===== config.mk =====
export PLATFORM = sky130hd
export DESIGN_NAME = sigflash_ctrl
export DESIGN_NICKNAME = d
export VERILOG_FILES = /design/src/rtl/sigflash_pkg.sv /design/src/rtl/sigflash_regs.sv /design/src/rtl/sigflash_walker.sv /design/src/rtl/sigflash_misr.sv /design/src/rtl/sigflash_ctrl.sv
export SDC_FILE = /design/constraint.sdc
export NUM_CORES = 1
export LEC_CHECK = 0
export BUFFER_PORTS_ARGS = -buffer_cell sky130_fd_sc_hd__buf_4
export CORE_AREA = 2 2 189 144
export DETAILED_ROUTE_END_ITERATION = 10
export DIE_AREA = 0 0 191 146
export PLACE_DENSITY = 0.76
export SYNTH_ARGS = -nofsm -noshare
export SYNTH_HDL_FRONTEND = slang
export SYNTH_HIERARCHICAL = 1
export SYNTH_SLANG_ARGS = --single-unit
export TNS_END_PERCENT = 50

===== constraint.sdc =====
create_clock -name clk -period 6.9 [get_ports clk]
set_clock_uncertainty 0.15 [all_clocks]
set_input_delay 0.69 -clock clk [delete_from_list [all_inputs] [get_ports clk]]
set_output_delay 0.69 -clock clk [all_outputs]
set_load 0.02 [all_outputs]

===== src/rtl/sigflash_pkg.sv =====
package sigflash_pkg;

    localparam int REG_AW = 3;
    localparam int GO_BIT = 31;
    localparam int ST_BUSY = 0;
    localparam int ST_DONE = 1;

    typedef enum logic [REG_AW-1:0] {
        RA_CFG   = 3'd0,
        RA_FIRST = 3'd1,
        RA_LAST  = 3'd2,
        RA_STAT  = 3'd3,
        RA_SIG0  = 3'd4
    } reg_sel_e;

endpackage


===== src/rtl/sigflash_regs.sv =====
module sigflash_regs
    import sigflash_pkg::*;
#(
    parameter int ADDR_W  = 17,
    parameter int DATA_W  = 128,
    parameter int REG_W   = 32,
    parameter int ACC_W   = 2,
    parameter int ACC_RST = 2
) (
    input  logic              clk,
    input  logic              rst_n,
    input  logic              wr,
    input  logic [REG_AW-1:0] addr,
    input  logic [REG_W-1:0]  wdata,
    input  logic              busy,
    input  logic              done,
    input  logic [DATA_W-1:0] sig,
    output logic [ACC_W-1:0]  acc,
    output logic [ADDR_W-1:0] first_idx,
    output logic [ADDR_W-1:0] last_nxt,
    output logic              go,
    output logic [REG_W-1:0]  rdata
);

    localparam int NSIG = DATA_W / REG_W;

    typedef struct packed {
        logic [ACC_W-1:0]  acc;
        logic [ADDR_W-1:0] first;
        logic [ADDR_W-1:0] last;
    } regs_t;

    regs_t r_d, r_q;
    logic  wr_ok;
    logic [REG_W-1:0] sig_word [NSIG];

    assign wr_ok = wr && !busy;

    always_comb begin
        r_d = r_q;
        if (wr_ok) begin
            case (reg_sel_e'(addr))
                RA_CFG: begin
                    if (wdata[ACC_W-1:0] != {ACC_W{1'b1}}) begin
                        r_d.acc = wdata[ACC_W-1:0];
                    end
                end
                RA_FIRST: r_d.first = wdata[ADDR_W-1:0];
                RA_LAST:  r_d.last  = wdata[ADDR_W-1:0];
                default: ;
            endcase
        end
    end

    always_ff @(posedge clk or negedge rst_n) begin
        if (!rst_n) begin
            r_q.acc   <= ACC_W'(ACC_RST);
            r_q.first <= '0;
            r_q.last  <= '0;
        end else begin
            r_q <= r_d;
        end
    end

    assign go        = wr_ok && (addr == REG_AW'(RA_LAST)) && wdata[GO_BIT];
    assign acc       = r_q.acc;
    assign first_idx = r_q.first;
    assign last_nxt  = r_d.last;

    for (genvar g = 0; g < NSIG; g++) begin : g_slice
        assign sig_word[g] = busy ? '0 : sig[g*REG_W +: REG_W];
    end

    always_comb begin
        rdata = '0;
        case (reg_sel_e'(addr))
            RA_CFG:   rdata[ACC_W-1:0]  = r_q.acc;
            RA_FIRST: rdata[ADDR_W-1:0] = r_q.first;
            RA_LAST:  rdata[ADDR_W-1:0] = r_q.last;
            RA_STAT: begin
                rdata[ST_BUSY] = busy;
                rdata[ST_DONE] = done;
            end
            default: begin
                for (int i = 0; i < NSIG; i++) begin
                    if (addr == REG_AW'(int'(RA_SIG0) + i)) begin
                        rdata = sig_word[i];
                    end
                end
            end
        endcase
    end

endmodule


===== src/rtl/sigflash_walker.sv =====
module sigflash_walker #(
    parameter int ADDR_W = 17,
    parameter int ACC_W  = 2
) (
    input  logic              clk,
    input  logic              rst_n,
    input  logic              go,
    input  logic [ADDR_W-1:0] first_idx,
    input  logic [ADDR_W-1:0] last_idx,
    input  logic [ACC_W-1:0]  acc,
    input  logic              host_req,
    input  logic [ADDR_W-1:0] host_addr,
    output logic              busy,
    output logic              done,
    output logic              fold_en,
    output logic              fl_en,
    output logic [ADDR_W-1:0] fl_addr
);

    typedef struct packed {
        logic              busy;
        logic              done;
        logic [ADDR_W-1:0] addr;
        logic [ADDR_W-1:0] last;
        logic [ACC_W-1:0]  cnt;
    } walk_t;

    walk_t w_d, w_q;

    always_comb begin
        w_d     = w_q;
        fold_en = 1'b0;
        if (!w_q.busy) begin
            if (go) begin
                w_d.busy = 1'b1;
                w_d.done = 1'b0;
                w_d.addr = first_idx;
                w_d.last = (last_idx < first_idx) ? first_idx : last_idx;
                w_d.cnt  = acc;
            end
        end else if (w_q.cnt == '0) begin
            fold_en = 1'b1;
            if (w_q.addr == w_q.last) begin
                w_d.busy = 1'b0;
                w_d.done = 1'b1;
            end else begin
                w_d.addr = w_q.addr + 1'b1;
                w_d.cnt  = acc;
            end
        end else begin
            w_d.cnt = w_q.cnt - 1'b1;
        end
    end

    always_ff @(posedge clk or negedge rst_n) begin
        if (!rst_n) begin
            w_q <= '0;
        end else begin
            w_q <= w_d;
        end
    end

    assign busy    = w_q.busy;
    assign done    = w_q.done;
    assign fl_en   = w_q.busy ? 1'b1 : host_req;
    assign fl_addr = w_q.busy ? w_q.addr : host_addr;

endmodule


===== src/rtl/sigflash_misr.sv =====
module sigflash_misr #(
    parameter int          DATA_W = 128,
    parameter logic [DATA_W-1:0] POLY = 128'h87
) (
    input  logic              clk,
    input  logic              rst_n,
    input  logic              clr,
    input  logic              fold_en,
    input  logic [DATA_W-1:0] word,
    output logic [DATA_W-1:0] sig
);

    typedef struct packed {
        logic [DATA_W-1:0] sig;
    } misr_t;

    misr_t m_d, m_q;

    function automatic logic [DATA_W-1:0] fold(input logic [DATA_W-1:0] s,
                                               input logic [DATA_W-1:0] w);
        logic [DATA_W-1:0] rot;
        rot = {s[DATA_W-2:0], s[DATA_W-1]};
        return rot ^ w ^ (s[DATA_W-1] ? POLY : '0);
    endfunction

    always_comb begin
        m_d = m_q;
        if (clr) begin
            m_d.sig = '0;
        end else if (fold_en) begin
            m_d.sig = fold(m_q.sig, word);
        end
    end

    always_ff @(posedge clk or negedge rst_n) begin
        if (!rst_n) begin
            m_q <= '0;
        end else begin
            m_q <= m_d;
        end
    end

    assign sig = m_q.sig;

endmodule


===== src/rtl/sigflash_ctrl.sv =====
module sigflash_ctrl
    import sigflash_pkg::*;
#(
    parameter int ADDR_W  = 17,
    parameter int DATA_W  = 128,
    parameter int REG_W   = 32,
    parameter int ACC_W   = 2,
    parameter int ACC_RST = 2
) (
    input  logic              clk,
    input  logic              rst_n,
    input  logic              reg_wr,
    input  logic [REG_AW-1:0] reg_addr,
    input  logic [REG_W-1:0]  reg_wdata,
    output logic [REG_W-1:0]  reg_rdata,
    output logic              fl_en,
    output logic [ADDR_W-1:0] fl_addr,
    input  logic [DATA_W-1:0] fl_rdata,
    input  logic              host_req,
    input  logic [ADDR_W-1:0] host_addr,
    output logic              host_wait,
    output logic [DATA_W-1:0] host_rdata
);

    logic [ACC_W-1:0]  acc;
    logic [ADDR_W-1:0] first_idx;
    logic [ADDR_W-1:0] last_nxt;
    logic              go;
    logic              busy;
    logic              done;
    logic              fold_en;
    logic [DATA_W-1:0] sig;

    sigflash_regs #(
        .ADDR_W (ADDR_W), .DATA_W (DATA_W), .REG_W (REG_W),
        .ACC_W  (ACC_W),  .ACC_RST(ACC_RST)
    ) u_regs (
        .clk      (clk),
        .rst_n    (rst_n),
        .wr       (reg_wr),
        .addr     (reg_addr),
        .wdata    (reg_wdata),
        .busy     (busy),
        .done     (done),
        .sig      (sig),
        .acc      (acc),
        .first_idx(first_idx),
        .last_nxt (last_nxt),
        .go       (go),
        .rdata    (reg_rdata)
    );

    sigflash_walker #(.ADDR_W(ADDR_W), .ACC_W(ACC_W)) u_walk (
        .clk      (clk),
        .rst_n    (rst_n),
        .go       (go),
        .first_idx(first_idx),
        .last_idx (last_nxt),
        .acc      (acc),
        .host_req (host_req),
        .host_addr(host_addr),
        .busy     (busy),
        .done     (done),
        .fold_en  (fold_en),
        .fl_en    (fl_en),
        .fl_addr  (fl_addr)
    );

    sigflash_misr #(.DATA_W(DATA_W)) u_misr (
        .clk    (clk),
        .rst_n  (rst_n),
        .clr    (go),
        .fold_en(fold_en),
        .word   (fl_rdata),
        .sig    (sig)
    );

    assign host_wait  = host_req && busy;
    assign host_rdata = fl_rdata;

endmodule


After elaboration in Yosys (flattened, before gate mapping)
Cells that the tools add are included.
{"block": "word_totals", "reg_bits": 202, "inputBits": 184, "out_inout_bits": 179, "word_cells": 74}
{"block": "classes", "n_addsub": 2, "order_cmp": 1, "eq_ne": 13, "n_mux": 29, "bitwise": 3, "n_reduce_logical": 17}
{"operator": "2-to-1 mux 128 bit", "n": 2}
{"operator": "2-to-1 mux 32 bit", "n": 8}
{"operator": "XOR 128 bit", "n": 2}
{"operator": "2-to-1 mux 17 bit", "n": 5}
{"operator": "case mux 15 bit (3 select lines)", "n": 1}
{"operator": "2-to-1 mux 19 bit", "n": 2}
{"operator": "2-to-1 mux 38 bit", "n": 1}
{"operator": "adder 17 x 1 -> 17 bit, second input constant", "n": 1}
{"operator": "== test 17 bit", "n": 1}
{"operator": "less-than comparator 17 bit", "n": 1}
{"operator": "2-to-1 mux 15 bit", "n": 1}
{"operator": "== test 3 bit, second input constant", "n": 4}
{"operator": "AND reduction 3 bit", "n": 3}
{"operator": "2-to-1 mux 2 bit", "n": 4}
{"operator": "2-to-1 mux 8 bit", "n": 1}
{"operator": "!= test 2 bit, second input constant", "n": 4}
{"operator": "case mux 2 bit (4 select lines)", "n": 1}
{"operator": "== test 3 x 2 -> 1 bit, second input constant", "n": 2}
{"operator": "AND reduction 2 bit", "n": 3}
{"operator": "logical AND 1 bit", "n": 4}
{"operator": "nonzero test 2 bit", "n": 2}
{"operator": "OR reduction 4 bit", "n": 1}
{"operator": "== test 3 x 1 -> 1 bit, second input constant", "n": 1}
{"operator": "logical NOT 3 bit", "n": 1}
{"operator": "7 further kinds", "n": 9}

Logic depth before layout (Yosys ltp)
Gate-level depths: netlist of run 1.
{"block": "depth", "ltp_word": 7, "mapped_depth": 14, "ltp_nobuf": 10}

Cells and area by module
Netlist of run 1, hierarchy kept.
{"mod": "sigflash_misr", "n_inst": 1, "cells_each": 557, "area_per_inst_um2": 6067.1, "seq_area_each_um2": 3203.1}
{"mod": "sigflash_regs", "n_inst": 1, "cells_each": 240, "area_per_inst_um2": 2915.3, "seq_area_each_um2": 902.1}
{"mod": "sigflash_walker", "n_inst": 1, "cells_each": 318, "area_per_inst_um2": 2901.5, "seq_area_each_um2": 950.9}
{"mod": "sigflash_ctrl", "n_inst": 1, "cells_each": 129, "area_per_inst_um2": 967.2, "seq_area_each_um2": 0.0}

Worst setup path before layout of run 1
OpenSTA, ideal clock, no wires.
{"block": "synth_path", "path_kind": "input to register", "startpoint": "in reg_addr[2]", "endpoint": "reg u_walk/w_q[10] in the netlist's numbering", "setup_ns": 0.137, "t_arrival_ns": 3.366, "t_required_ns": 6.613, "path_slack_ns": 3.248, "path_stages": 13, "path_buffers": 3, "path_cell_list": "buf_6 -> nor3b_4 -> nand2_4 -> buf_6 -> mux2_4 -> ha_1 -> a21oi_1 -> o21ai_0 -> a221o_1 -> a21oi_4 -> buf_6 -> mux2i_1 -> a21oi_1"}
{"block": "synth_between", "elab_chain_cells": 5, "word_cells_on_any_way": 8, "classes_between": "order compare (1); eq/ne (1); mux (3); reduce/logical (3)"}
{"element": "from (decl)", "line": "sigflash_ctrl.sv:13", "source": "input logic [REG_AW-1:0] reg_addr,"}
{"element": "== test 3 x 2 -> 1 bit", "line": "sigflash_regs.sv:42", "source": "case (reg_sel_e'(addr))"}
{"element": "2-to-1 mux 17 bit", "line": "sigflash_regs.sv:42"}
{"element": "2-to-1 mux 17 bit", "line": "sigflash_regs.sv:41", "source": "if (wr_ok) begin"}
{"element": "named net last_nxt[12]", "line": "sigflash_ctrl.sv:27", "source": "logic [ADDR_W-1:0] last_nxt;"}
{"element": "less-than comparator 17 bit", "line": "sigflash_walker.sv:38", "source": "w_d.last = (last_idx < first_idx) ? first_idx : last_idx;"}
{"element": "2-to-1 mux 17 bit", "line": "sigflash_walker.sv:38"}
{"element": "to (signal assigned)", "line": "sigflash_walker.sv:59", "source": "w_q <= w_d;"}
{"element": "to (decl)", "line": "sigflash_walker.sv:28", "source": "walk_t w_d, w_q;"}
The timed path passes the listed nets, and every way through them passes these cells.
A chain may end at the register's enable or synchronous reset.

Worst setup path in the final report of run 1
{"block": "layout_path", "startpoint": "in reg_addr[0]", "endpoint": "reg u_walk/w_q[10] in the netlist's numbering"}
Same word-level chain as after synthesis.

==> flow_summary.ini, run 1 <==
[run_status]
outcome = finished, final reports clean

[placement]
dpl-instance-area_um2 = 14390
port-buffer-count = 348
routabilityCongestion = 0.8611
dpl.hpwl_um = 26440

[critical_path]
critPathRequiredTime_ns = 7.11
end_kind = flop
crit_type = input port to flop
reg2reg_to = u_walk/w_q[10]$_DFFE_PN0P_
critPathLaunch = reg_addr[0]
worst_ep_arrival_time_ns = 4.25
timing.rr.start = u_walk/busy$_DFF_PN0_
regToRegSetupSlack_ns = 3.02
cp-endpoint = u_walk/w_q[10]$_DFFE_PN0P_
reg2regPathDepth = 10
start_kind = input port
critPathMaxFanout = 39

[floorplanning]
die_w_um = 191
die_h_um = 146
fp.dieArea_um2 = 27890
initial_utilization_pct = 49.73
rows = 51
core_um2 = 25840
io_pins = 363

[flow_run]
maxCapViolations = 0

[synth]
synth_largest_area_cell = dfrtp_1
async_flop_share_pct = 100.0
ys_seq_elements = 202
synth_edf_count = 0
synth_top_area_share_pct = 39.14
ys.flop_type = dfrtp_1
netlist_area_um2 = 12850
syn_nets = 1445
synth_area_leaders = dfrtp_1, buf_4, xnor2_1, a211oi_1, nor2_1
synthDistinctLibCells = 63
avgSynthCellArea_um2 = 10.33
yosysMostFrequentCell = dfrtp_1
ys_seq_area_share_pct = 39.34
synthCells = 1244
synth_common_cells = dfrtp_1, buf_4, nor2_1, a211oi_1, xnor2_1
yosysWarningCount = 6

[finish]
n_antenna_cell = 0
design_area_um2 = 15190
area_growth_pct = 18.21
fin_nets = 1599
seq_area_um2 = 5056
fillers = 2177
layout-drive-gt1-share_pct = 35.86
multi_input_area_um2 = 6115

[clocking]
ctsHoldBuffers = 0
cts_sinks = 202
insertion_delay_ns = 0.50
tritoncts = built
cts_setup_buffers = 0
clk_pin_slew_ns = 0.06
clockBufferDepth = 3
cts_buffers = 22
ctsRootBufferMaster = clkbuf_16
cts-resized-gates = 0
h-tree-depth = 1

[drt]
dr.pass1.iters = 6
drt_iter0_markers = 934
routed_wirelength_um = 36170
ant_nets = 0
vias_per_cell = 5.613
drc = 0
wl_per_cell_um = 20.58
vias = 9867

[global_routing]
antenna_found_initial = 0
grt_overflow = 0
grt_max_degree = 180
grt_pass1_wl_um = 55370
grt_use_total_pct = 25.45
grt_pass1_vias = 9347

[timing]
tns_ns = 0
setup_viol = 0
slew_headroom_pct = 26.16
min_period_ns = 4.041
finalHoldViolCount = 0
fmax_ghz = 0.2475
post-route-period-util_pct = 58.56
slew_viol_final = 0
rsz0062_at_grt = false
tightest_slew_ns = 1.108

[min_path]
hold_class = input port to asynchronous set/reset pin

[power_and_ir_drop]
peakVddDrop_v = 0.0002422
powerDensity_nw_per_um2 = 407.7
leakage_nw = 6.650
worst max-delay path: stages:
cell      delay [ns]
buf_4           0.48
nor2b_1         0.10
buf_4           0.23
nand2_4         0.30
mux2_2          0.41
ha_1            0.32
a211oi_1        0.26
o21a_1          0.19
o211ai_1        0.18
a21oi_4         0.68
mux2i_1         0.30
a21oi_1         0.09
report_power, final:
part | switching, W | total [W] | internal, W
registers | 0.000578 | 0.00229 | 0.00171
clock network | 0.000485 | 0.00129 | 0.000810
logic | 0.00134 | 0.00261 | 0.00127
total | 0.00240 | 0.00619 | 0.00379
per-layer routing:
layer / vias up / track usage (%) / routed length, um
li1: 4590 / - / -
met1: 4840 / 40.03 / 17220
met2: 396 / 36.97 / 15840
met3: 41 / 3.906 / 2421
met4: 0 / 4.806 / 694
met5: - / 0 / 0
per-stage QoR:
step	setup slack [ns]	instances	hold WS (ns)	total power (W)	util (%)
after CTS	2.893	1758	0.04525	0.006188	58.78
final	2.859	1758	0.02919	0.006194	58.78
after floorplan	3.248	1244	0.2444	0.004225	-
after detailed placement	2.460	1718	0.3666	0.004872	55.68
after global placement	2.487	1718	0.3407	0.004782	55.68
after global routing	2.620	1758	0.07152	0.006577	58.78
logic make-up after synthesis:
| logic type | Yosys count | share of synthesized area (%) |
|---|---|---|
| AND/OR/NAND/NOR | 282 | 10.63 |
| buffers and inverters | 251 | 13.15 |
| AO/OA/AOI/OAI | 228 | 12.86 |
| flip-flops | 202 | 39.34 |
| XOR/XNOR | 144 | 9.931 |
| multiplexers | 120 | 12.42 |
| adder cells (fa/ha/maj) | 17 | 1.655 |
cell type report:
type	instances	area share [%]
multi-input cells	791	40.25
flip-flops and latches	202	33.28
repair buffers	358	17.73
clock buffers	30	4.291
well taps	344	2.833
clock inverters	10	0.9884
inverters	23	0.6177
worst min-delay path by stage:
stage | slack, ns | startpoint | endpoint
finish | 0.03 | rst_n | u_misr/sig[92]$_DFFE_PN0P_
global route | 0.07 | rst_n | u_misr/sig[102]$_DFFE_PN0P_
floorplan | 0.24 | rst_n | u_misr/sig[0]$_DFFE_PN0P_
detailed placement | 0.37 | u_walk/done$_DFFE_PN0P_ | u_walk/done$_DFFE_PN0P_
global placement | 0.34 | u_walk/done$_DFFE_PN0P_ | u_walk/done$_DFFE_PN0P_
CTS | 0.05 | rst_n | u_misr/sig[92]$_DFFE_PN0P_
placed cells by master, fill, tap and decap left out, drive strengths merged, types with 6 or more instances in the layout:
| cell type | count |
|---|---|
| nand3 | 40 |
| o221ai | 18 |
| and2 | 16 |
| clkinv | 6 |
| dfrtp | 201 |
| buf | 357 |
| mux2i | 35 |
| mux4 | 19 |
| a211oi | 125 |
| nor3 | 8 |
| nor2 | 151 |
| o21ai | 11 |
| nand2 | 26 |
| a21oi | 33 |
| ha | 17 |
| mux2 | 66 |
| a22oi | 23 |
| xnor2 | 124 |
| clkbuf | 31 |
| inv | 23 |
| or4 | 8 |
| xor2 | 19 |
flip-flops by register name, summed over array words and instances, names as in the netlist:
signal            flops
u_walk/busy           1
u_regs/first_idx     17
u_regs/r_q           17
u_misr/sig          128
u_walk/done           1
u_regs/acc            2
u_walk/w_q           36
No activity file was read; power rests on OpenSTA's default activity.
==> run 2, diff against run 1 <==
clock period = 3.81 ns   (was 6.9 ns; I/O delays follow)
==> run 2 against run 1 <==
Compared with the run above:
- non-clock buffer count grew 27
- worst setup slack got worse by 2.4 ns
- sequential share of layout area decreased by 0.48 points
- core utilization increased by 0.86 points
- power rose by 80%
- first-iteration DRC count shrank 7.2%
- clock power is 71% higher
- global-route usage is 0.42 points higher
- register-to-register slack got worse by 2.6 ns
- worst hold slack got worse by 0.014 ns
- largest power group unchanged
==> flow_summary.ini, run 2 (synthesized netlist as in run 1, its figures left out) <==
[global_routing]
met1_usage_pct = 39.17
grt_pass1_vias = 9485
antenna_found_initial = 2
grt_overflow = 0
grt_pass1_wl_um = 56270
grt_busiest_layer = met1
grt_max_degree = 101
grtUsageMet3_pct = 5.281
grt_use_total_pct = 25.88
met2_usage_pct = 38.39

[timing]
setup_viol = 0
post-route-period-util_pct = 88.79
slew_viol_final = 0
fmax_ghz = 0.2956
finalHoldViolCount = 0
slew_headroom_pct = 43.50
tightest_slew_ns = 0.8474
rsz0062_at_grt = false
worst_slack_ns = 0.4269
tns_ns = 0
min_period_ns = 3.383

[run_status]
outcome = finished, final reports clean

[finish]
seq_area_um2 = 5056
layout-drive-gt1-share_pct = 35.60
largest_reg_flops = 128
fin_nets = 1626
multi_input_area_um2 = 6115
stdcell_count = 1786
utilization_pct = 59.64
layout_common_cells = buf_4, dfrtp_1, nor2_1
area_growth_pct = 19.93
fillers = 2181
final_common_cell = buf_4

[floorplanning]
initial_utilization_pct = 49.73
rows = 51
core_um2 = 25840
die_h_um = 146
die_w_um = 191
fp.dieArea_um2 = 27890
io_pins = 363

[critical_path]
worst_ep_arrival_time_ns = 3.59
crit_type = flop to flop
critPathMaxFanout = 17
crit_path_frequent_cell = a21oi_1
timing.rr.start = u_walk/busy$_DFF_PN0_
max_stage_delay_ns = 0.41
start_kind = flop
critPathRequiredTime_ns = 4.02
end_kind = flop
crit_chain = nor3b_4 -> nand2_4 -> mux2_4 -> ha_1 -> a21oi_1 -> o21ai_0 -> a221o_1 -> a21oi_4 -> buf_4 -> mux2i_1 -> a21oi_1
critPathLaunch = u_walk/busy$_DFF_PN0_
slowest_stage = dfrtp_1

[clocking]
clockBufferDepth = 3
insertion_delay_ns = 0.51
cts_sinks = 202
cts_buffers = 22
h-tree-depth = 1
tritoncts = built
ctsRootBufferMaster = clkbuf_16
cts-resized-gates = 0
clk_pin_slew_ns = 0.06

[flow_run]
maxCapViolations = 0

[drt]
drc = 0
drt_iter0_markers = 867
wl_per_cell_um = 20.58
ant_nets = 0
vias = 9953
dr.pass1.iters = 5
vias_per_cell = 5.573
routed_wirelength_um = 36760

[power_and_ir_drop]
leakage_nw = 6.740
peakVddDrop_v = 0.0004123
powerDensity_nw_per_um2 = 722.7

[min_path]
hold_class = input port to flop
hold_start = fl_rdata[41]

[placement]
port-buffer-count = 348
place_ws_ns = 0.2597
routabilityCongestion = 0.8712
dpl.cell_count = 1726
dpl.hpwl_um = 27050
==> run 2: cell count changes in the layout (fill, tap and decap cells not counted), moves of 2 or more <==
cell	change
dlygate4sd3_1	+19
clkbuf_1	+2
buf_12	+2
buf_4	+6
clkinvlp_4	+2
bufinv_16	-2
==> run 2: layout make-up <==
cell class	count	area share (%)
clock inverters	9	0.6495
well taps	344	2.793
repair buffers	385	19.26
diodes	1	0.01624
multi-input cells	791	39.67
flip-flops and latches	202	32.81
inverters	23	0.6089
clock buffers	31	4.189
==> run 2: what timing repair did <==
item | in CTS | in global routing
hold buffers | 19 | 0
endpoints found under the hold margin | 111 | 0
buffers inserted | 0 | 0
==> run 2: per-stage QoR <==
stage                     power, W  instance area, um^2  hold slack (ns)
after floorplan           0.007652                12850         -0.06459
after global placement    0.008701                14470           0.3418
after detailed placement  0.008875                14470           0.3360
after CTS                  0.01114                15410         0.001455
after global routing       0.01185                15410          0.02180
final                      0.01114                15410          0.01482
==> run 2: routing by layer <==
| layer | routed length [um] | part of all wire (%) |
|---|---|---|
| met2 | 16230 | 44 |
| met3 | 2784 | 7.6 |
| met1 | 17100 | 47 |
| met4 | 630 | 1.7 |
| met5 | 13 | 0.035 |
==> run 2: critical path, delay by kind of cell (launching register included) <==
kind	cells	cell delay, ns
and+or+nand+nor	2	0.50
muxes	2	0.66
DFF	1	0.41
AOI/OAI and AO/OA	5	0.89
adders and majority gates	1	0.32
buffers and inverters	1	0.32
==> run 2: worst paths after layout <==
check,endpoint,slack (ns),cells after the start
max in group asynchronous,u_walk/w_q[19]$_DFFE_PN0P_,2.05,3
max,u_walk/w_q[9]$_DFFE_PN0P_,0.43,11
min in group asynchronous,u_misr/sig[99]$_DFFE_PN0P_,0.34,2
min reg2reg,u_walk/done$_DFFE_PN0P_,0.37,2
max reg2reg,u_walk/w_q[9]$_DFFE_PN0P_,0.43,11
min,u_misr/sig[41]$_DFFE_PN0P_,0.01,3
==> run 2: power breakdown <==
part	switching, W	internal [W]
Combinational	0.00244	0.00234
Sequential	0.00105	0.00310
Clock	0.000885	0.00132
Total	0.00438	0.00676
